`src/rtl/tmr_ovf_pkg.sv`:
```
package tmr_ovf_pkg;
    localparam int NUM_CH      = 3;
    localparam int REG_W       = 8;
    localparam int ENABLE_POS  = 4;
    localparam int RSVD_POS    = 3;
    localparam int BIDIR_CH    = 2;

    typedef enum logic [1:0] {
        FLAG_CLEAR   = 2'd0,
        FLAG_PENDING = 2'd1,
        FLAG_ARMED   = 2'd2
    } flag_state_e;
endpackage

```
`src/rtl/ovf_event_qual.sv`:
```
module ovf_event_qual #(
    parameter int NCH     = 3,
    parameter int DIR_CH  = 2
) (
    input  logic [NCH-1:0] wrap_i,
    input  logic           down_i,
    input  logic           phase_i,
    output logic [NCH-1:0] set_o
);
    for (genvar g = 0; g < NCH; g++) begin : g_ch
        if (g == DIR_CH) begin : g_bidir
            // upward wrap always counts; downward wrap only in phase counting mode
            assign set_o[g] = wrap_i[g] & (~down_i | phase_i);
        end else begin : g_up
            assign set_o[g] = wrap_i[g];
        end
    end
endmodule

```
`src/rtl/ovf_flag_fsm.sv`:
```
module ovf_flag_fsm
    import tmr_ovf_pkg::*;
(
    input  logic clk,
    input  logic rst_n,
    input  logic set_i,
    input  logic rd_i,
    input  logic wr_i,
    input  logic wbit_i,
    output logic flag_o
);
    flag_state_e state_q, state_d;

    always_ff @(posedge clk or negedge rst_n) begin
        if (!rst_n) state_q <= FLAG_CLEAR;
        else        state_q <= state_d;
    end

    always_comb begin
        state_d = state_q;
        unique case (state_q)
            FLAG_CLEAR: begin
                if (set_i) state_d = FLAG_PENDING;              // set
            end
            FLAG_PENDING: begin
                if (rd_i && !wr_i) state_d = FLAG_ARMED;        // arm
            end
            FLAG_ARMED: begin
                if (wr_i) begin
                    if (!wbit_i && !set_i) state_d = FLAG_CLEAR;   // clear
                    else                   state_d = FLAG_PENDING; // consume
                end
            end
            default: state_d = FLAG_CLEAR;
        endcase
    end

    always_comb begin
        flag_o = (state_q != FLAG_CLEAR);
    end

    // an accepted event always leaves the flag set
    a_r2_sticky_set: assert property (@(posedge clk) disable iff (!rst_n)
        set_i |=> flag_o);

    // nothing but an event raises a cleared flag
    a_r6_no_sw_set: assert property (@(posedge clk) disable iff (!rst_n)
        (!flag_o && !set_i) |=> !flag_o);

    // a flag can only fall from the armed state
    a_r4_fall_needs_arm: assert property (@(posedge clk) disable iff (!rst_n)
        (flag_o && state_q != FLAG_ARMED) |=> flag_o);

    // a combined read/write never arms
    a_r11_rdwr_no_arm: assert property (@(posedge clk) disable iff (!rst_n)
        (state_q == FLAG_PENDING && wr_i) |=> state_q == FLAG_PENDING);
endmodule

```
`src/rtl/tmr_ovf_stat.sv`:
```
module tmr_ovf_stat
    import tmr_ovf_pkg::*;
#(
    parameter int NCH     = NUM_CH,
    parameter int W       = REG_W,
    parameter int EN_BIT  = ENABLE_POS,
    parameter int RSV_BIT = RSVD_POS,
    parameter int DIR_CH  = BIDIR_CH
) (
    input  logic           clk,
    input  logic           rst_n,
    input  logic [NCH-1:0] cnt_wrap,
    input  logic           ch2_down,
    input  logic           phase_mode,
    input  logic           bus_rd,
    input  logic           bus_wr,
    input  logic [W-1:0]   bus_wdata,
    output logic [W-1:0]   rdata,
    output logic           irq
);
    localparam int HI_LSB = EN_BIT + 1;

    logic [NCH-1:0] set_ev;
    logic [NCH-1:0] flag;
    logic           en_q;
    logic           irq_q;

    ovf_event_qual #(.NCH(NCH), .DIR_CH(DIR_CH)) u_qual (
        .wrap_i  (cnt_wrap),
        .down_i  (ch2_down),
        .phase_i (phase_mode),
        .set_o   (set_ev)
    );

    for (genvar g = 0; g < NCH; g++) begin : g_flag
        ovf_flag_fsm u_fsm (
            .clk    (clk),
            .rst_n  (rst_n),
            .set_i  (set_ev[g]),
            .rd_i   (bus_rd),
            .wr_i   (bus_wr),
            .wbit_i (bus_wdata[g]),
            .flag_o (flag[g])
        );
    end

    always_ff @(posedge clk or negedge rst_n) begin
        if (!rst_n)      en_q <= 1'b0;
        else if (bus_wr) en_q <= bus_wdata[EN_BIT];
    end

    always_ff @(posedge clk or negedge rst_n) begin
        if (!rst_n) irq_q <= 1'b0;
        else        irq_q <= flag[0] & en_q;
    end

    always_comb begin
        rdata          = '0;
        rdata[NCH-1:0] = flag;
        rdata[RSV_BIT] = 1'b1;
        rdata[EN_BIT]  = en_q;
        irq            = irq_q;
    end

    // request lags flag0 AND enable by one cycle
    a_r9_irq_lag: assert property (@(posedge clk) disable iff (!rst_n)
        1'b1 |=> irq == $past(rdata[0] & rdata[EN_BIT]));

    // fixed bits never move, whatever is written
    a_r10_fixed_bits: assert property (@(posedge clk) disable iff (!rst_n)
        (bus_wr && (bus_wdata[W-1:HI_LSB] != '0 || !bus_wdata[RSV_BIT]))
        |=> (rdata[W-1:HI_LSB] == '0 && rdata[RSV_BIT]));

    // underflow outside phase counting mode is masked
    a_r3_underflow_mask: assert property (@(posedge clk) disable iff (!rst_n)
        (cnt_wrap[DIR_CH] && ch2_down && !phase_mode && !rdata[DIR_CH])
        |=> !rdata[DIR_CH]);

    // enable follows the written bit
    a_r8_enable_load: assert property (@(posedge clk) disable iff (!rst_n)
        bus_wr |=> rdata[EN_BIT] == $past(bus_wdata[EN_BIT]));
endmodule

```
`config.mk`:
```
export PLATFORM = sky130hd
export DESIGN_NAME = tmr_ovf_stat
export DESIGN_NICKNAME = d
export VERILOG_FILES = /design/src/rtl/tmr_ovf_pkg.sv /design/src/rtl/ovf_event_qual.sv /design/src/rtl/ovf_flag_fsm.sv /design/src/rtl/tmr_ovf_stat.sv
export SDC_FILE = /design/constraint.sdc
export NUM_CORES = 1
export LEC_CHECK = 0
export BUFFER_PORTS_ARGS = -buffer_cell sky130_fd_sc_hd__buf_2
export CORE_MARGIN = 5
export CORE_UTILIZATION = 37
export DETAILED_ROUTE_END_ITERATION = 8
export MAX_ROUTING_LAYER = met4
export PLACE_DENSITY = 0.72
export SYNTH_ARGS = -nofsm -noshare
export SYNTH_HDL_FRONTEND = slang
export SYNTH_HIERARCHICAL = 1
export SYNTH_SLANG_ARGS = --single-unit
```
`constraint.sdc`:
```
create_clock -name clk -period 1 [get_ports clk]
set_input_delay 0.05 -clock clk [delete_from_list [all_inputs] [get_ports clk]]
set_output_delay 0.05 -clock clk [all_outputs]
set_load 0.02 [all_outputs]
```
Yosys cells after proc, flatten, opt, wreduce, memory -nomap -nowiden
Cells that the tools add are included.
- reductions and logical operators: 20
- bitwise gates (word level): 4
- equality and inequality tests: 15
- multiplexer cells: 13
- operators with widths (kind ; count):
    $pmux 2 s3 ; 3
    $mux 2 ; 7
    $ne 2x2->1 const B ; 7
    $reduce_and 3->1 ; 3
    $logic_not 1->1 ; 7
    $eq 2x1->1 const B ; 3
    $eq 2x2->1 const B ; 3
    $logic_not 2->1 ; 3
    $reduce_bool 2->1 ; 3
    $logic_and 1x1->1 ; 4
    $ne 2x1->1 const B ; 2
    $mux 1 ; 3
    $and 1x1->1 ; 2
    $not 1->1 ; 1
    $or 1x1->1 ; 1
- output and inout port bits: 9
- input bits: 17
- logic and storage cells: 57
- bits in registers: 8

Depth between registers and ports, before layout
Gate-level depths: netlist (run 1).
- depth in word-level cells: 8
- mapped depth: 4
- gate-level depth less buffers: 4

By module
The synthesis (run 1) kept the hierarchy.
- modules (own cells, without submodules) (module ; cells each ; seq. area each (µm²) ; instances ; area an instance (µm²)):
    ovf_flag_fsm ; 11 ; 50.0 ; 3 ; 115.1
    tmr_ovf_stat ; 11 ; 50.0 ; 1 ; 116.4
    ovf_event_qual ; 4 ; 0.0 ; 1 ; 26.3

Worst setup path before layout (run 1)
Ideal clock, no wire load.
- kind: flip-flop to flip-flop
- from: reg g_flag[0].u_fsm.state_q[1]
- to: reg irq_q (netlist: irq)
- clock period less this slack: 1.037 ns
- cell stages (with the launch flop): 3
- library setup time: 0.119 ns
- setup slack: -0.037 ns
- buffers on the path: 0
- arrival time: 0.918 ns
- data required time: 0.881 ns
- cell sequence: dfrtp_1 or2_2 and2_1
- longest elaborated chain between the ends: 2
- ends and longest elaborated chain (what ; line ; source):
    start, declared ; ovf_flag_fsm.sv:12 ; flag_state_e state_q, state_d;
    start signal, assigned ; ovf_flag_fsm.sv:16 ; else state_q <= state_d;
    $reduce_bool 2->1 ; ovf_flag_fsm.sv:39 ; flag_o = (state_q != FLAG_CLEAR);
    via rdata[0] ; tmr_ovf_stat.sv:18 ; output logic [W-1:0] rdata,
    $and 1x1->1 ; tmr_ovf_stat.sv:54 ; else irq_q <= flag[0] & en_q;
    end signal, assigned ; tmr_ovf_stat.sv:54 ;
    end, declared ; tmr_ovf_stat.sv:26 ; logic irq_q;
The timed path passes the listed nets, and every way through them passes these cells.
A chain may end at the register's enable or synchronous reset.

Final worst setup path (run 1)
- from: reg g_flag[1].u_fsm.state_q[0]
- to: out rdata[1]
- longest elaborated chain between the ends: 1
- ends and longest elaborated chain (what ; line):
    start, declared ; ovf_flag_fsm.sv:12
    start signal, assigned ; ovf_flag_fsm.sv:16
    $reduce_bool 2->1 ; ovf_flag_fsm.sv:39
    end, declared ; tmr_ovf_stat.sv:18
No other way between the ends.

==> flow_summary_export.csv, run 1 <==
group,metric,value,unit
run_status,status,"finished, violations left",
run_status,violations,"negative setup slack",
timing,maxSlewViolCount,0,
synthesis,post-synth-top-count-cell,"dfrtp_1",
cts,cts-root-buf,"clkbuf_4",
route,dr.pass1.iters,2,
worst_setup_path,path_class,"flop to output pin",
timing,fmax,917,MHz
global_route,overflow,0,
synthesis,synth_commonest_cells,"8 x dfrtp_1, 7 x buf_4, 6 x or2b_1",
worst_setup_path,r2r_start,"g_flag[0].u_fsm/state_q[0]",
timing,grt_setup_unrepaired,"yes",
synthesis,synth_area_per_cell,10.2,um2
cts,cts_htree_levels,1,
route,drtIter0Drc,1,
global_route,grt_first_pass_wirelength,1840,um
hold_path,hp-class,"input pin to flop",
layout,drive_above_1_share,0.534,
route,wl_per_cell,12.2,um
layout,stdcell_area,716,um2
power,p_per_area,2130,nW/um2
worst_setup_path,rrSetupSlack,-30,ps
worst_setup_path,cp_data_arrival_time,1040,ps
worst_setup_path,cp.required,950,ps
cts,clock-sinks,8,
global_route,grt_usage,0.131,
synthesis,netlist.area_leader.share,0.410,
synthesis,yosysWarningCount,6,
synthesis,yosysSeqAreaShare,0.410,
placement,placed_area,549,um2
route,drt-vias-per-instance,4.78,
layout,antenna_cells,0,
power,peakVddDrop,671,uV
global_route,grt_pass1_vias,444,
hold_path,min-delay-start,"bus_wdata[4]",
route,finalWirelength,1080,um
timing,fin_crit,1090,ps
global_route,antenna_found_initial,0,
job,cap_violations,0,
power,fin_total_pwr,0.00153,W
timing,fin_ws,-90.6,ps
timing,post-route-period-util,1.09,
layout,multiInputGateArea,262,um2
worst_setup_path,start_kind,"flop",
die,num_rows,13,
cts,cts.clk_slew.worst_paths,50,ps
die,start_util,0.385,
route,ant_nets,0,
synthesis,syn_inst,48,
layout,area.sequential,201,um2
worst_setup_path,critPathCaptureType,"output pin",
worst_setup_path,r2r_end,"g_flag[0].u_fsm/state_q[1]",
timing,fin_skew,2.22,ps
hold_path,hold_end,"en_q",
synthesis,ys_ff_latch,8,
power,leakage,0.363,nW
synthesis,synth.area.top_cells,"dfrtp_1 41%, buf_4 11%, or2b_1 9.2%",
hold_path,whs_path_depth,2,
die,die-width,46.3,um
route,num_vias,421,
layout,fillers,116,
cts,clock_latency,240,ps
placement,routabilityCongestion,0.706,
timing,finalSetupViolCount,7,
worst_setup_path,critPathMaxFanout,5,
synthesis,synth_cell_types,14,
route,drt_drc_violations_left,0,
worst_setup_path,crit_start,"g_flag[1].u_fsm/state_q[0]",
layout,areaGrowthSynthToFinish,46.7,%
cts,tritoncts,"done",
timing,hold_violations,0,
global_route,grt_max_degree,11,
worst_setup_path,rr_worst_depth,4,
synthesis,ys.flop_type,"dfrtp_1",
cts,clockBufferDepth,2,
layout,nets,92,
die,coreArea,1270,um2
placement,pre_cts_ws,-81.1,ps
synthesis,synth_edf_count,0,
synthesis,synth_area,488,um2
cts,cts_buffers,3,
placement,port_buffers,17,
timing,fin_setup_tns,-287,ps
synthesis,ys_async_sr_fraction,1.00,
die,ios,26,
die,design.die.area,2150,um2
placement,place_hpwl,752,um
synthesis,yosysTopAreaCell,"dfrtp_1",
die,fp.dieH,46.3,um
[critical path: stages, from the launching register on]
cell     delay (ps)
dfrtp_2         430
or2_4           240
buf_6           130
[per-layer routing]
metal  vias to the layer above  track usage  share of wire  routed length [um]
met3                         2       0.0234          0.073                  78
met4                         0       0.0852          0.011                  12
met1                       203        0.133           0.40                 429
met5                         -            -              0                   0
met2                        12        0.225           0.52                 555
li1                        204            -              -                   -
[worst max path at each step]
| stage | endpoint | slack, ps | cells after the start |
|---|---|---|---|
| after global placement | g_flag[1].u_fsm/state_q[0] | 20 | 2 |
| after detailed placement | g_flag[1].u_fsm/state_q[0] | -80 | 2 |
| after floorplan | irq | 50 | 2 |
| after global routing | rdata[1] | -120 | 2 |
| after CTS | rdata[1] | -90 | 2 |
| final | rdata[1] | -90 | 2 |
[layout make-up]
class                           instances  share of cell area
Clock buffer                            3              0.0315
Multi-Input combinational cell         31               0.365
Inverter                                4              0.0210
Sequential cell                         8               0.281
Timing Repair Buffer                   27               0.274
Tap cell                               15              0.0262
[stage by stage]
stage          hold slack, ps  utilization  std cells
2_1_floorplan            -246            -         50
3_3_place_gp             -106        0.433         75
3_5_place_dp            -96.9        0.433         75
4_1_cts                  37.7        0.542         87
5_1_grt                  48.3        0.564         88
6_report                 50.2        0.564         88
[logic make-up (layout without fill, tap and decap cells)]
kind of cell	Yosys count	after routing	share of synthesized area
buffers and inverters	11	34	0.138
muxes	4	4	0.0923
DFF	8	8	0.410
other	2	4	0.0154
AOI/OAI and AO/OA	7	7	0.100
and+or+nand+nor	16	16	0.244
[flip-flops by register name (all words and copies together) (netlist names)]
name,flops
en_q,1
g_flag.u_fsm/state_q,6
irq,1
[cells in the final DEF (no fill, tap or decap), types with 2 or more instances in the layout]
cell	count
buf_4	5
and3b_1	3
dfrtp_1	7
clkbuf_4	3
buf_6	7
mux2i_1	3
conb_1	4
a221oi_2	3
or2b_1	6
or2_4	3
a21oi_2	2
buf_2	14
nand3b_1	3
inv_1	4
[repair_timing]
item | CTS | global route
gates resized for setup | 12 | 6
hold endpoints to repair | 8 | 0
pin swaps | 3 | 4
endpoints found under the setup margin | 5 | 8
buffers inserted | 8 | 1
hold buffers | 1 | 0
[power breakdown]
group | internal (W) | switching [W]
sequential | 0.000410 | 0.0000640
clock | 0.000136 | 0.0000966
combinational | 0.000483 | 0.000336
total | 0.00103 | 0.000496
No activity file was read; power rests on OpenSTA's default activity.
==> run 2: changes to the inputs <==
CORE_AREA = 5 5 42 44   (was unset)
CORE_MARGIN = unset   (was 5)
CORE_UTILIZATION = unset   (was 37)
DIE_AREA = 0 0 47 49   (was unset)
PLACE_DENSITY = 0.69   (was 0.72)
RECOVER_POWER = 25   (was unset)
SYNTH_HIERARCHICAL = unset   (was 1)
==> flow_summary_export.csv, run 2 <==
group,metric,value,unit
run_status,status,"finished, violations left",
run_status,violations,"negative setup slack",
route,drt_drc_violations_left,0,
layout,largest_reg_flops,6,
die,die-width,47,um
global_route,grt_first_pass_wirelength,1500,um
global_route,grt_pass1_vias,388,
global_route,grt_usage,0.0932,
worst_setup_path,rr_worst_depth,3,
route,dr.pass1.iters,2,
worst_setup_path,r2r_end,"g_flag[0].u_fsm.state_q[0]",
layout,areaGrowthSynthToFinish,40.4,%
worst_setup_path,cp.required,950,ps
layout,drive_above_1_share,0.571,
placement,port_buffers,17,
worst_setup_path,cp_data_arrival_time,1030,ps
worst_setup_path,rrSetupSlack,-70,ps
timing,maxSlewViolCount,0,
synthesis,ys_ff_latch,8,
layout,stdcell_area,648,um2
cts,cts.clk_slew.worst_paths,50,ps
cts,clock-sinks,8,
route,drtIter0Drc,1,
synthesis,synth.area.top_cells,"dfrtp_1 43%, buf_4 13%, mux2_2 9.8%",
timing,fin_crit,1080,ps
layout,fin_cells,86,
job,cap_violations,0,
power,p_per_area,2560,nW/um2
cts,clock_latency,250,ps
cts,cts_buffers,3,
timing,grt_setup_unrepaired,"yes",
route,drt-vias-per-instance,4.66,
hold_path,hp-class,"input pin to flop",
worst_setup_path,path_class,"flop to output pin",
timing,whs,33.0,ps
power,fin_total_pwr,0.00166,W
cts,cts-root-buf,"clkbuf_4",
die,ios,26,
synthesis,synth_commonest_cells,"8 x buf_4, 8 x dfrtp_1, 5 x nand2_1",
die,num_rows,14,
route,num_vias,401,
worst_setup_path,critPathCaptureType,"output pin",
route,topRoutingLayerUsed,"met4",
power,leakage,0.324,nW
global_route,grt_max_degree,9,
synthesis,yosysWarningCount,0,
synthesis,synth_area_per_cell,9.82,um2
timing,hold_violations,0,
route,wl_met1,368,um
timing,fin_skew,3.93,ps
placement,routabilityCongestion,0.696,
placement,placed_area,544,um2
layout,antenna_cells,0,
synthesis,syn_inst,47,
placement,place_hpwl,711,um
hold_path,min-delay-start,"bus_wdata[4]",
worst_setup_path,crit_start,"g_flag[0].u_fsm.state_q[1]",
power,peakVddDrop,1280,uV
synthesis,ys.flop_type,"dfrtp_1",
placement,dp.cells,78,
synthesis,yosysTopAreaCell,"dfrtp_1",
route,wl_met2,540,um
global_route,antenna_found_initial,0,
worst_setup_path,r2r_start,"g_flag[0].u_fsm.state_q[1]",
layout,nets,89,
hold_path,whs_path_depth,2,
timing,finalSetupViolCount,6,
cts,tritoncts,"done",
worst_setup_path,start_kind,"flop",
synthesis,ys_async_sr_fraction,1.00,
synthesis,synth_cell_types,17,
global_route,overflow,0,
die,fp.dieH,49,um
layout,layout_commonest_cell,"buf_2",
route,ant_nets,0,
worst_setup_path,critPathMaxFanout,2,
synthesis,synth_edf_count,0,
cts,cts_htree_levels,1,
route,finalWirelength,995,um
layout,largest_register,"g_flag.u_fsm.state_q",
timing,fmax,926,MHz
route,wl_per_cell,11.6,um
timing,fin_ws,-79.6,ps
synthesis,synth_area,462,um2
route,met3_wirelength,75,um
layout,fillers,146,
timing,post-route-period-util,1.08,
hold_path,hold_end,"en_q",
placement,pre_cts_ws,-5.96,ps
layout,final_cell_mix,"13 x buf_2, 8 x dfrtp_1, 7 x buf_4",
synthesis,netlist.area_leader.share,0.434,
die,start_util,0.329,
die,coreArea,1400,um2
cts,clockBufferDepth,2,
synthesis,yosysSeqAreaShare,0.434,
die,design.die.area,2300,um2
==> run 2: cell count changes after synthesis, sizes merged, moves of 2 or more <==
cell    previous run  this run
o211a              0         2
inv                4         0
mux2i              3         0
a21oi              3         0
and3b              3         0
nand3b             3         0
nor2               0         3
nand2b             0         2
or2b               6         0
o21ai              0         4
mux2               1         4
nand2              0         5
a221oi             3         0
==> run 2: cell type report <==
cell class / count / area (um2) / share of cell area
Clock buffer: 3 / 22.5 / 0.0347
Tap cell: 16 / 20.0 / 0.0309
Sequential cell: 8 / 200 / 0.309
Multi-Input combinational cell: 33 / 229 / 0.353
Timing Repair Buffer: 26 / 176 / 0.272
==> run 2: stage by stage <==
stage                     TNS [ps]  utilization
after floorplan                  0            -
after global placement           0        0.388
after global routing          -538        0.463
final                         -324        0.463
after CTS                     -373        0.441
after detailed placement     -5.96        0.388
==> run 2: worst max-delay path by stage <==
stage | endpoint | slack (ps) | depth (start not counted)
after floorplan | g_flag[1].u_fsm.state_q[0] | 9 | 2
after global placement | g_flag[1].u_fsm.state_q[0] | 20 | 2
after detailed placement | g_flag[1].u_fsm.state_q[0] | -6 | 2
after CTS | g_flag[0].u_fsm.state_q[0] | -90 | 3
after global routing | rdata[0] | -110 | 2
final | rdata[0] | -80 | 2
==> run 2: worst max-delay path: stages (launching register included) <==
cell and delay (ps):
dfrtp_1 390, or2_4 270, buf_6 130
==> run 2: power by group <==
part | internal, W | switching [W]
Combinational | 0.000546 | 0.000395
Clock | 0.000136 | 0.0000960
Sequential | 0.000430 | 0.0000562
==> run 2: timing repair <==
item                                    in CTS  in global routing
hold buffers                                 1                  0
pin swaps                                    1                  4
setup buffers                                2                  2
endpoints found under the hold margin        8                  0
endpoints found under the setup margin       4                  7
gates resized for setup                      8                  6
==> run 2: per-layer routing <==
layer  track usage  up-vias
met2         0.147       16
li1              -      191
met5             -        -
met1        0.0948      192
met4        0.0553        0
met3        0.0332        2
==> run 2: logic make-up (layout without fill, tap and decap cells) <==
group / after synthesis / after routing / share of synthesized area
flip-flops: 8 / 8 / 0.434
multiplexers: 4 / 4 / 0.0976
buffers and inverters: 8 / 29 / 0.130
AO/OA/AOI/OAI: 8 / 8 / 0.119
AND/OR/NAND/NOR: 17 / 17 / 0.203
other: 2 / 4 / 0.0163
